[config.mk]
export PLATFORM = sky130hd
export DESIGN_NAME = piv_unit
export DESIGN_NICKNAME = d
export VERILOG_FILES = /design/src/rtl/piv_pkg.sv /design/src/rtl/piv_search.sv /design/src/rtl/piv_table.sv /design/src/rtl/piv_addr_seq.sv /design/src/rtl/piv_unit.sv
export SDC_FILE = /design/constraint.sdc
export NUM_CORES = 1
export LEC_CHECK = 0
export CORE_MARGIN = 5
export CORE_UTILIZATION = 25
export DETAILED_ROUTE_END_ITERATION = 10
export DONT_BUFFER_PORTS = 1
export PLACE_DENSITY_LB_ADDON = 0.15
export SETUP_SLACK_MARGIN = 0.1
export SLEW_MARGIN = 25
export SYNTH_ARGS = -nofsm -noshare
export SYNTH_HDL_FRONTEND = slang
export SYNTH_SLANG_ARGS = --single-unit
[constraint.sdc]
create_clock -name clk -period 2.8 [get_ports clk]
set_input_delay 0.56 -clock clk [delete_from_list [all_inputs] [get_ports clk]]
set_output_delay 0.56 -clock clk [all_outputs]
set_load 0.02 [all_outputs]
[src/rtl/piv_pkg.sv]
package piv_pkg;

    typedef enum logic [2:0] {
        CMD_IDLE   = 3'd0,
        CMD_SOLVE  = 3'd1,
        CMD_STEP   = 3'd2,
        CMD_CLOSE  = 3'd3,
        CMD_REDUCE = 3'd4,
        CMD_READ   = 3'd5
    } cmd_e;

    typedef enum logic [1:0] {
        MODE_SEARCH = 2'd0,
        MODE_REDUCE = 2'd1,
        MODE_READ   = 2'd2
    } mode_e;

    // Unused codes behave as idle.
    function automatic cmd_e decode_cmd(input logic [2:0] raw);
        case (raw)
            3'd1:    return CMD_SOLVE;
            3'd2:    return CMD_STEP;
            3'd3:    return CMD_CLOSE;
            3'd4:    return CMD_REDUCE;
            3'd5:    return CMD_READ;
            default: return CMD_IDLE;
        endcase
    endfunction

endpackage

[src/rtl/piv_search.sv]
module piv_search
    import piv_pkg::*;
#(
    parameter int MAX_N = 8,
    parameter int VAL_W = 8,
    localparam int AW   = $clog2(MAX_N)
) (
    input  logic             clk,
    input  logic             rst,
    input  cmd_e             cmd,
    input  logic [AW-1:0]    n_last,
    input  logic             search_on,
    input  logic             wr_en,
    input  logic [AW-1:0]    wr_row,
    input  logic [VAL_W-1:0] wr_col0,
    output logic             found,
    output logic             singular,
    output logic [AW-1:0]    piv_row,
    output logic             tbl_we,
    output logic [AW-1:0]    tbl_idx
);

    logic [MAX_N-1:0] used_q;
    logic [AW-1:0]    step_q;
    logic             accept;

    // Three-way qualification of a candidate residue.
    assign accept = search_on && wr_en && (cmd == CMD_IDLE)
                  && (wr_col0 != '0) && !used_q[wr_row] && !found;

    assign tbl_we  = accept;
    assign tbl_idx = step_q;

    always_ff @(posedge clk) begin
        if (rst || cmd == CMD_SOLVE) begin
            used_q   <= '0;
            found    <= 1'b0;
            singular <= 1'b0;
            piv_row  <= '0;
            step_q   <= '0;
        end else begin
            case (cmd)
                CMD_STEP: begin
                    found <= 1'b0;
                    if (step_q != n_last) step_q <= step_q + 1'b1;
                end
                CMD_CLOSE: begin
                    if (!found) singular <= 1'b1;
                end
                default: begin
                    if (accept) begin
                        used_q[wr_row] <= 1'b1;
                        found          <= 1'b1;
                        piv_row        <= wr_row;
                    end
                end
            endcase
        end
    end

endmodule

[src/rtl/piv_table.sv]
module piv_table #(
    parameter int MAX_N = 8,
    localparam int AW   = $clog2(MAX_N)
) (
    input  logic          clk,
    input  logic          rst,
    input  logic          we,
    input  logic [AW-1:0] wr_idx,
    input  logic [AW-1:0] wr_row,
    input  logic [AW-1:0] rd_idx,
    output logic [AW-1:0] rd_row
);

    logic [AW-1:0] entry_q [MAX_N];

    for (genvar g = 0; g < MAX_N; g++) begin : g_entry
        always_ff @(posedge clk) begin
            if (rst) begin
                entry_q[g] <= '0;
            end else if (we && wr_idx == AW'(g)) begin
                entry_q[g] <= wr_row;
            end
        end
    end

    assign rd_row = entry_q[rd_idx];

endmodule

[src/rtl/piv_addr_seq.sv]
module piv_addr_seq
    import piv_pkg::*;
#(
    parameter int MAX_N = 8,
    localparam int AW   = $clog2(MAX_N)
) (
    input  logic          clk,
    input  logic          rst,
    input  cmd_e          cmd,
    input  logic [AW-1:0] n_last,
    input  logic          wr_en,
    input  logic          seq_adv,
    input  logic [AW-1:0] piv_row,
    input  logic [AW-1:0] tbl_row,
    output logic [AW-1:0] cnt,
    output logic          search_on,
    output logic [AW-1:0] mem_addr
);

    mode_e       mode_q;
    logic        lead_q;
    logic [AW:0] inc1;
    logic [AW:0] skip;

    // Next reduction row: one up, jumping over the pivot row.
    assign inc1 = {1'b0, cnt} + 1'b1;
    assign skip = (inc1 == {1'b0, piv_row}) ? inc1 + 1'b1 : inc1;

    assign search_on = (mode_q == MODE_SEARCH);

    always_comb begin
        case (mode_q)
            MODE_REDUCE: mem_addr = lead_q ? piv_row : cnt;
            MODE_READ:   mem_addr = tbl_row;
            default:     mem_addr = cnt;
        endcase
    end

    always_ff @(posedge clk) begin
        if (rst || cmd == CMD_SOLVE || cmd == CMD_STEP) begin
            mode_q <= MODE_SEARCH;
            cnt    <= '0;
            lead_q <= 1'b0;
        end else if (cmd == CMD_REDUCE) begin
            mode_q <= MODE_REDUCE;
            cnt    <= '0;
            lead_q <= 1'b1;
        end else if (cmd == CMD_READ) begin
            mode_q <= MODE_READ;
            cnt    <= '0;
            lead_q <= 1'b0;
        end else if (cmd == CMD_IDLE) begin
            case (mode_q)
                MODE_SEARCH: begin
                    if (wr_en) cnt <= (cnt == n_last) ? '0 : cnt + 1'b1;
                end
                MODE_REDUCE: begin
                    if (seq_adv) begin
                        if (lead_q) begin
                            lead_q <= 1'b0;
                            cnt    <= (piv_row == '0) ? AW'(1) : '0;
                        end else if (skip <= {1'b0, n_last}) begin
                            cnt <= skip[AW-1:0];
                        end
                    end
                end
                default: begin
                    if (seq_adv && cnt != n_last) cnt <= cnt + 1'b1;
                end
            endcase
        end
    end

endmodule

[src/rtl/piv_unit.sv]
module piv_unit
    import piv_pkg::*;
#(
    parameter int MAX_N = 8,
    parameter int VAL_W = 8,
    localparam int AW   = $clog2(MAX_N),
    localparam int NW   = AW + 1
) (
    input  logic             clk,
    input  logic             rst,
    input  logic [NW-1:0]    n_rows,
    input  logic [2:0]       cmd,
    input  logic             wr_en,
    input  logic [VAL_W-1:0] wr_col0,
    input  logic             seq_adv,
    output logic [AW-1:0]    mem_addr,
    output logic             pivot_found,
    output logic             singular
);

    cmd_e          cmd_d;
    logic [NW-1:0] n_m1;
    logic [AW-1:0] n_last;
    logic [AW-1:0] cnt;
    logic [AW-1:0] piv_row;
    logic [AW-1:0] tbl_row;
    logic [AW-1:0] tbl_idx;
    logic          tbl_we;
    logic          search_on;

    assign cmd_d  = decode_cmd(cmd);
    assign n_m1   = n_rows - 1'b1;
    assign n_last = n_m1[AW-1:0];

    piv_search #(.MAX_N(MAX_N), .VAL_W(VAL_W)) u_search (
        .clk       (clk),
        .rst       (rst),
        .cmd       (cmd_d),
        .n_last    (n_last),
        .search_on (search_on),
        .wr_en     (wr_en),
        .wr_row    (cnt),
        .wr_col0   (wr_col0),
        .found     (pivot_found),
        .singular  (singular),
        .piv_row   (piv_row),
        .tbl_we    (tbl_we),
        .tbl_idx   (tbl_idx)
    );

    piv_table #(.MAX_N(MAX_N)) u_table (
        .clk    (clk),
        .rst    (rst),
        .we     (tbl_we),
        .wr_idx (tbl_idx),
        .wr_row (cnt),
        .rd_idx (cnt),
        .rd_row (tbl_row)
    );

    piv_addr_seq #(.MAX_N(MAX_N)) u_seq (
        .clk       (clk),
        .rst       (rst),
        .cmd       (cmd_d),
        .n_last    (n_last),
        .wr_en     (wr_en),
        .seq_adv   (seq_adv),
        .piv_row   (piv_row),
        .tbl_row   (tbl_row),
        .cnt       (cnt),
        .search_on (search_on),
        .mem_addr  (mem_addr)
    );

endmodule

After elaboration in Yosys (flattened, before gate mapping):

Memories as Yosys holds them, arrays and structs flattened. A register that Yosys moved wholly into a read port is not among the register bits.
Index checks and enable logic that the tools add are counted.

* register bits: 22
* memory bits (writable): 24
* input port bits: 19
* output and inout port bits: 5
* memories kept: 1

Memories
* u_table.entry_q: depth 8, bits a word 3, rd ports 1, clocked after Yosys merged registers in 1, write ports 8, RTL line piv_table.sv:14 `logic [AW-1:0] entry_q [MAX_N];`

* $add $sub $neg: 5
* magnitude comparators: 3
* equal/unequal tests: 26
* muxes and demuxes: 61
* bitwise gates (word level): 12
* reduce and logical (&&, ||, !) cells: 39

Operator list (count)
* two-way mux 3 bit: 17
* two-way mux 1 bit: 37
* equality test 3 bit, second input constant: 8
* equality test 3 x 2 -> 1 bit, second input constant: 6
* logical AND 1 bit: 15
* case mux 3 bit (5 select lines): 1
* case mux 3 bit (2 select lines): 2
* nonzero test 3 bit: 4
* equality test 3 x 1 -> 1 bit, second input constant: 3
* zero test 3 bit: 3
* OR 1 bit: 8
* OR 8 bit: 1
* AND reduction 2 bit: 4
* nonzero test 8 bit: 1
* adder 3 x 1 -> 3 bit, second input constant: 2
* != test 3 bit: 2
* AND reduction 5 bit: 1
* adder 3 x 1 -> 4 bit, second input constant: 1
* adder 4 x 1 -> 4 bit, second input constant: 1
* equality test 4 x 3 -> 1 bit: 1
* less-or-equal comparator 4 x 3 -> 1 bit: 1
* less-than comparator 3 x 4 -> 1 bit, second input constant: 1
* two-way mux 4 bit: 1
* != test 2 bit, second input constant: 2
* 17 further kinds: 23

Longest topological paths before layout:

Gate-level depths: netlist of run 1.

* word-level depth: 12
* depth in mapped cells: 13
* gate-level depth less buffers: 12

By module:

A second synthesis of run 1 with hierarchy kept.

* cell total of the unflattened synthesis: 284
* area total of the unflattened synthesis: 2882.8 µm²

By module, submodules not included
* piv_table: times used 1, cells each 83, area each 1186.1 µm², sequential area each 720.7 µm²
* piv_addr_seq: times used 1, cells each 107, area each 824.5 µm², sequential area each 120.1 µm²
* piv_search: times used 1, cells each 86, area each 817.0 µm², sequential area each 320.3 µm²
* piv_unit: times used 1, cells each 8, area each 55.1 µm², sequential area each 0.0 µm²

Worst setup path after synthesis of run 1:

Ideal clock, no wire load.

* path type: register -> register
* from: register u_seq.cnt[0]
* to: register (tool-made name)
* setup time: 86 ps
* arrival: 2731 ps
* data required time: 2714 ps
* slack: -17 ps
* cell stages (with the launch flop): 14
* path buffers: 1
* period minus slack after synthesis: 2817 ps
* path through: dfxtp_1 > buf_4 > inv_1 > ha_1 > xor2_1 > nand2_1 > nor2_1 > mux2i_1 > ha_1 > and3_1 > a211oi_1 > o21ai_0 > and2_4 > a211oi_1

RTL lines
* start: declaration: RTL line piv_addr_seq.sv:15 `output logic [AW-1:0] cnt,`
* start signal: assignment: RTL line piv_addr_seq.sv:55 `if (wr_en) cnt <= (cnt == n_last) ? '0 : cnt + 1'b1;`
* start signal: assignment: RTL line piv_addr_seq.sv:61 `cnt <= (piv_row == '0) ? AW'(1) : '0;`
* start signal: assignment: RTL line piv_addr_seq.sv:63 `cnt <= skip[AW-1:0];`

==> flow_summary.toml, run 1 <==
[synth]
synth_cells = 304
syn_nets = 340
synth_ff_type = "dfxtp_1"
synth.cell_area_sq_um = 3167
yosysMostFrequentCell = "dfxtp_1"
synth_cell_types = 61
synth_seq_area_share = 0.3856
synth_enable_flop_cells = 24
avgSynthCellArea_sq_um = 10.42
netlist.area_leader.share = 0.2276
synth.area.top_cells = "edfxtp_1, dfxtp_1, ha_1, nor4b_2, mux4_2"
ys_warn_count = 0
async_flop_share = 0
yosys_register_bits = 49
yosys-top-cells-count = "dfxtp_1, edfxtp_1, nand2_1, nor2_1, inv_1"
synth_largest_area_cell = "edfxtp_1"

[worst_setup_path]
critPathRequiredTime_ns = 2.24
critPathSlowestCell = "mux4_2"
worst-path-max-fanout = 6
r2r_setup_slack_ns = 0.23
cp_slowest_stage_delay_ns = 0.52
endpoint_kind = "output port"
worstPathArrival_ns = 2.08
path_cells = "buf_6 -> mux4_2 -> mux2_4 -> a32o_1 -> a22o_4"
crit_family = "multiplexers"
crit_type = "reg -> out"
start_kind = "flip-flop"
cp_num_buf_inv = 1

[place]
dp.cells = 482
dp_hpwl_um = 6286
portBuffers = 0
gp_congestion = 0.7781

[floorplanning]
rows = 41
die_area_sq_um = 15020
core_sq_um = 12520
initial_core_util = 0.2530
ios = 24
die_h_um = 122.6
die_x_um = 122.6

[clock_network]
cts_tree = "done"
numClockSinks = 49
cts_max_path_buffers = 2
cts.clk_slew.worst_paths_ns = 0.07
root_buffer = "clkbuf_16"
clock_latency_ns = 0.29
numCtsBuffers = 5
postCtsHoldBufs = 0
htreeDepth = 2

[pwr]
p_clk_frac = 0.354
p_int_w = 0.001248
power.leakage_nw = 1.310
switchingPower_w = 0.0004960
switching_share = 0.2844
pwr-share-seq = 0.455
power.total_w = 0.001744
vdd.ir_drop.worst_uv = 230.9
p_per_area_nw_per_um2 = 461.7
p_comb_frac = 0.191

[final_layout]
antenna_cells = 0
final_cells = 493
final_util = 0.3018
syn2layout_area_growth_pct = 19.28
drive_above_1_share = 0.2866
fin_nets = 356

[route]
dr.pass1.iters = 4
via_per_inst = 4.824
drt_iter0_drc = 138
wl_um = 8412
num_vias = 2378
ant_nets = 0
wl_per_cell_um = 17.06
drc = 0

[timing]
fin_crit_sh = 0.9412
min_period_ns = 2.635
finClkSkew_ns = 0.004153
fin_setup_tns_ns = 0
setup_viol = 0
whs_ns = 0.3402
timing_hold_violations_final = 0
rsz0062_at_grt = "true"
drv_slew = 0
relSlewSlack = 0.6265
max_slew.worst_pin.slew_ns = 0.5541
fmax_ghz = 0.3795

[grt]
antenna_found_initial = 0
grt-ovfl-total = 0
grt_pass1_vias = 2387
grt_max_degree = 29
grtUsageTotal = 0.1143
grt_pass1_wl_um = 13260

[worst_hold_path]
min_path_type = "in -> reg"

[run]
cap_violations = 0

[run_status]
status = "complete, no violations"
==> power groups by stage <==
stage               registers [W]  logic, W  clock network (W)
floorplan                0.000804  0.000219                  0
global placement         0.000810  0.000301                  0
detailed placement       0.000810  0.000302                  0
CTS                      0.000794  0.000309           0.000639
global route             0.000798  0.000361           0.000658
finish                   0.000794  0.000332           0.000617
==> timing repair <==
item / in CTS / in global routing
endpoints found under the setup margin: 7 / 34
pin swaps: 0 / 9
endpoints found under the hold margin: 0 / 0
buffers inserted: 0 / 3
gates resized for setup: 5 / 21
==> sequential cells by signal, summed over array words and instances, names as in the netlist, named ones only <==
name	flops
u_table.entry_q	24
u_search.used_q	8
u_search.found	1
u_search.tbl_idx	3
u_search.singular	1
u_seq.mode_q	2
u_seq.cnt	3
u_search.piv_row	3
u_seq.lead_q	1
==> cell type report <==
cell class | count | area, sq um
Fill cell | 1343 | 8740
Multi-Input combinational cell | 216 | 1887
Sequential cell | 49 | 1225
Timing Repair Buffer | 30 | 236.5
Tap cell | 172 | 215.2
Clock buffer | 5 | 125.1
Inverter | 18 | 67.56
Clock inverter | 3 | 21.27
==> worst reg2reg max path: stages (launching register included) <==
cell	delay, ns
dfxtp_2	0.36
inv_2	0.06
ha_4	0.28
xor2_2	0.17
nand4_1	0.20
xor2_2	0.23
ha_1	0.31
and3_4	0.16
a211oi_4	0.23
o21ai_4	0.12
and2_4	0.18
a211oi_2	0.20
==> metrics by stage <==
| stage | setup WS (ns) | instance area [sq um] |
|---|---|---|
| floorplan | 0.1021 | 3179 |
| global placement | -0.01748 | 3492 |
| finish | 0.1647 | 3777 |
| global route | 0.02679 | 3777 |
| CTS | 0.1094 | 3660 |
| detailed placement | 0.01320 | 3492 |
==> cells by family after synthesis <==
kind of cell,after synthesis,share of synthesized area
flip-flops,49,0.3856
multiplexers,14,0.06954
AO/OA/AOI/OAI,67,0.1596
buffers and inverters,39,0.05452
AND/OR/NAND/NOR,104,0.2149
adder cells (fa/ha/maj),18,0.07033
XOR/XNOR,13,0.04543
==> routing by layer <==
| metal | global-route usage | wire length (um) |
|---|---|---|
| met2 | 0.1858 | 4001 |
| met5 | 0 | 0 |
| met4 | 0.02379 | 36 |
| met1 | 0.1597 | 4160 |
| met3 | 0.02028 | 215 |
==> cell usage in the layout (no fill, tap or decap), types with 7 or more instances in the layout <==
cell / count
nor4b_2: 10
nand2_1: 23
xnor2_1: 7
inv_1: 17
a21oi_1: 11
buf_4: 28
dfxtp_1: 22
ha_1: 15
nor4_1: 7
o21ai_0: 9
edfxtp_1: 24
nor2_1: 23
==> path summary, 6_finish.rpt <==
path | from | depth (start not counted) | end
min | rst | 1 | u_seq.lead_q
min reg2reg | u_search.used_q[4] | 2 | u_search.used_q[4]
max | flip-flop | 5 | mem_addr[1]
max reg2reg | u_seq.cnt[0] | 11 | flip-flop
Note: power is estimated with default switching activity, not from simulation.
==> run 2: changes to the inputs <==
GPL_ROUTABILITY_DRIVEN = 0   (was not set)
SYNTH_HIERARCHICAL = 1   (was not set)
==> flow_summary.toml, run 2 <==
[floorplanning]
initial_core_util = 0.2535
die_h_um = 117.4
die_x_um = 117.4
ios = 24
rows = 39
die_area_sq_um = 13780
core_sq_um = 11370

[worst_setup_path]
r2r-start = "u_seq/cnt[0]"
critPathRequiredTime_ns = 2.99
critPathLaunch = "u_seq/cnt[0]"
crit_type = "reg -> reg"
endpoint_kind = "flip-flop"
r2r_setup_slack_ns = 0.09
worst-path-max-fanout = 5
worst_r2r_path_depth = 14
worstPathArrival_ns = 2.91
start_kind = "flip-flop"
critPathCapture = "u_seq/cnt[2]"
worstReg2RegEnd = "u_seq/cnt[2]"

[place]
post-place-ws_ns = -0.004939
dp_hpwl_um = 5388
portBuffers = 0

[clock_network]
root_buffer = "clkbuf_16"
cts_tree = "done"
cts.clk_slew.worst_paths_ns = 0.06
clock_latency_ns = 0.28
cts_max_path_buffers = 2
numClockSinks = 46
htreeDepth = 2
numCtsBuffers = 5

[synth]
synth.cell_area_sq_um = 2883
ys_warn_count = 6
avgSynthCellArea_sq_um = 10.15
synth.area.top_cells = "edfxtp_1, dfxtp_1, mux4_1, ha_1, mux2i_1"
synth_ff_type = "edfxtp_1"
yosys_register_bits = 46
synth_mux_area_frac = 0.1011
syn_nets = 313
synth_largest_area_cell = "edfxtp_1"
synth_enable_flop_cells = 24
synth_top_family_by_area = "simple AND/OR/NAND/NOR gates"
synth_cells = 284
synthSimpleGateAreaFrac = 0.1884
synth_fa_ha_area_frac = 0.04340
synth_cell_types = 62
yosys-top-cells-count = "nand2_1, edfxtp_1, dfxtp_1, inv_1, nor3_1"
synth_compound_area_frac = 0.1589
synth_seq_area_share = 0.4028
post_synth_xor_area_fraction = 0.04470
async_flop_share = 0
yosysMostFrequentCell = "nand2_1"
netlist.area_leader.share = 0.2500

[run_status]
status = "complete, no violations"

[timing]
setup_viol = 0
min_period_ns = 2.713
finClkSkew_ns = 0.001361
fmax_ghz = 0.3685
rsz0062_at_grt = "true"
max_slew.worst_pin.slew_ns = 0.5388
fin_crit_sh = 0.9691
timing_hold_violations_final = 0
drv_slew = 0
relSlewSlack = 0.6403
fin_ws_ns = 0.08658

[grt]
grt-ovfl-total = 0
antenna_found_initial = 0
grt_pass1_vias = 2293
grtUsageTotal = 0.1114
grt_max_degree = 20
grt_pass1_wl_um = 12340

[route]
ant_nets = 0
via_per_inst = 4.913
num_vias = 2250
drt_iter0_drc = 101
wl_um = 7874
wl_per_cell_um = 17.19
drc = 0
dr.pass1.iters = 4

[final_layout]
antenna_cells = 0
top_regs = "u_table/entry_q x24, u_search/used_q x8"
drive_above_1_share = 0.2857
final_util = 0.3103
fin_nets = 343
mostFrequentLayoutCells = "buf_4, nand2_1, edfxtp_1"
syn2layout_area_growth_pct = 22.40
final_common_cell = "buf_4"
largest_register = "u_table/entry_q"
largest_reg_flops = 24

[worst_hold_path]
min_path_type = "in -> reg"

[pwr]
p_per_area_nw_per_um2 = 440.8
vdd.ir_drop.worst_uv = 183.7
power.total_w = 0.001555
power.leakage_nw = 1.239

[run]
cap_violations = 0
run 2: cell count changes in the layout (fill, tap and decap cells not counted), sizes merged, moves of 5 or more:
cell and delta:
nor2 -10, o41ai +5, and4 -6, nor3 +15, nor4b -14, mux2i +6, ha -7, buf +5
o21ai +6
run 2: final cells by class:
| cell class | instances | area (sq um) |
|---|---|---|
| fillers | 1175 | 7841 |
| multi-input cells | 205 | 1679 |
| flip-flops and latches | 46 | 1167 |
| repair buffers | 35 | 286.5 |
| well taps | 143 | 178.9 |
| clock buffers | 8 | 137.6 |
| inverters | 21 | 78.83 |
run 2: stage by stage:
stage / std cells / cell area [sq um] / TNS, ns / hold slack [ns]
final: 458 / 3528 / 0 / 0.3410
after global routing: 458 / 3528 / -0.01352 / 0.3293
after CTS: 450 / 3342 / 0 / 0.3317
after detailed placement: 438 / 3148 / -0.004939 / 0.4403
after global placement: 438 / 3148 / 0 / 0.4364
after floorplan: 284 / 2885 / 0 / 0.4191
run 2: worst max-delay path, stage by stage (launching register included):
cell and delay (ns):
dfxtp_4 0.37, buf_6 0.12, ha_4 0.17, xor2_4 0.16
xnor2_2 0.20, nand3_2 0.12, xor2_1 0.19, ha_1 0.33
buf_4 0.15, nand3_2 0.05, o21ai_2 0.06, o21ai_1 0.16
a21o_1 0.25, nor2_2 0.06, o32ai_2 0.25
run 2: timing repair:
item / 4_1_cts / 5_1_grt
hold buffers: 0 / 0
gates cloned: 0 / 1
setup endpoints to repair: 6 / 29
gates resized for setup: 12 / 37
buffers inserted: 4 / 7
pin swaps: 1 / 17
run 2: power by group:
part | total [W] | internal [W] | switching, W
combinational | 0.000239 | 0.000109 | 0.000130
sequential | 0.000745 | 0.000728 | 0.0000178
clock | 0.000571 | 0.000336 | 0.000235
total | 0.00156 | 0.00117 | 0.000383
run 2: metal layers:
metal	vias to the layer above	track usage	routed length [um]
li1	1118	-	-
met1	1078	0.1470	3792
met2	42	0.1750	3629
met3	12	0.02262	264
met4	0	0.05004	187
met5	-	0	0
run 2: cells by family (layout without fill, tap and decap cells):
group / Yosys count / in the layout
and+or+nand+nor: 99 / 100
AOI/OAI and AO/OA: 63 / 63
adders and majority gates: 10 / 10
muxes: 19 / 19
xor gates and xnor gates: 13 / 13
DFF: 46 / 46
buffers and inverters: 34 / 64
run 2: worst min-delay path by stage:
stage	startpoint	end	slack, ns	depth (start not counted)
2_1_floorplan	u_search/used_q[4]	u_search/used_q[4]	0.42	2
3_3_place_gp	u_search/used_q[4]	u_search/used_q[4]	0.44	2
3_5_place_dp	u_search/used_q[6]	u_search/used_q[6]	0.44	2
4_1_cts	rst	u_seq/mode_q[1]	0.33	1
5_1_grt	rst	u_seq/mode_q[1]	0.33	1
6_report	rst	u_seq/lead_q	0.34	1
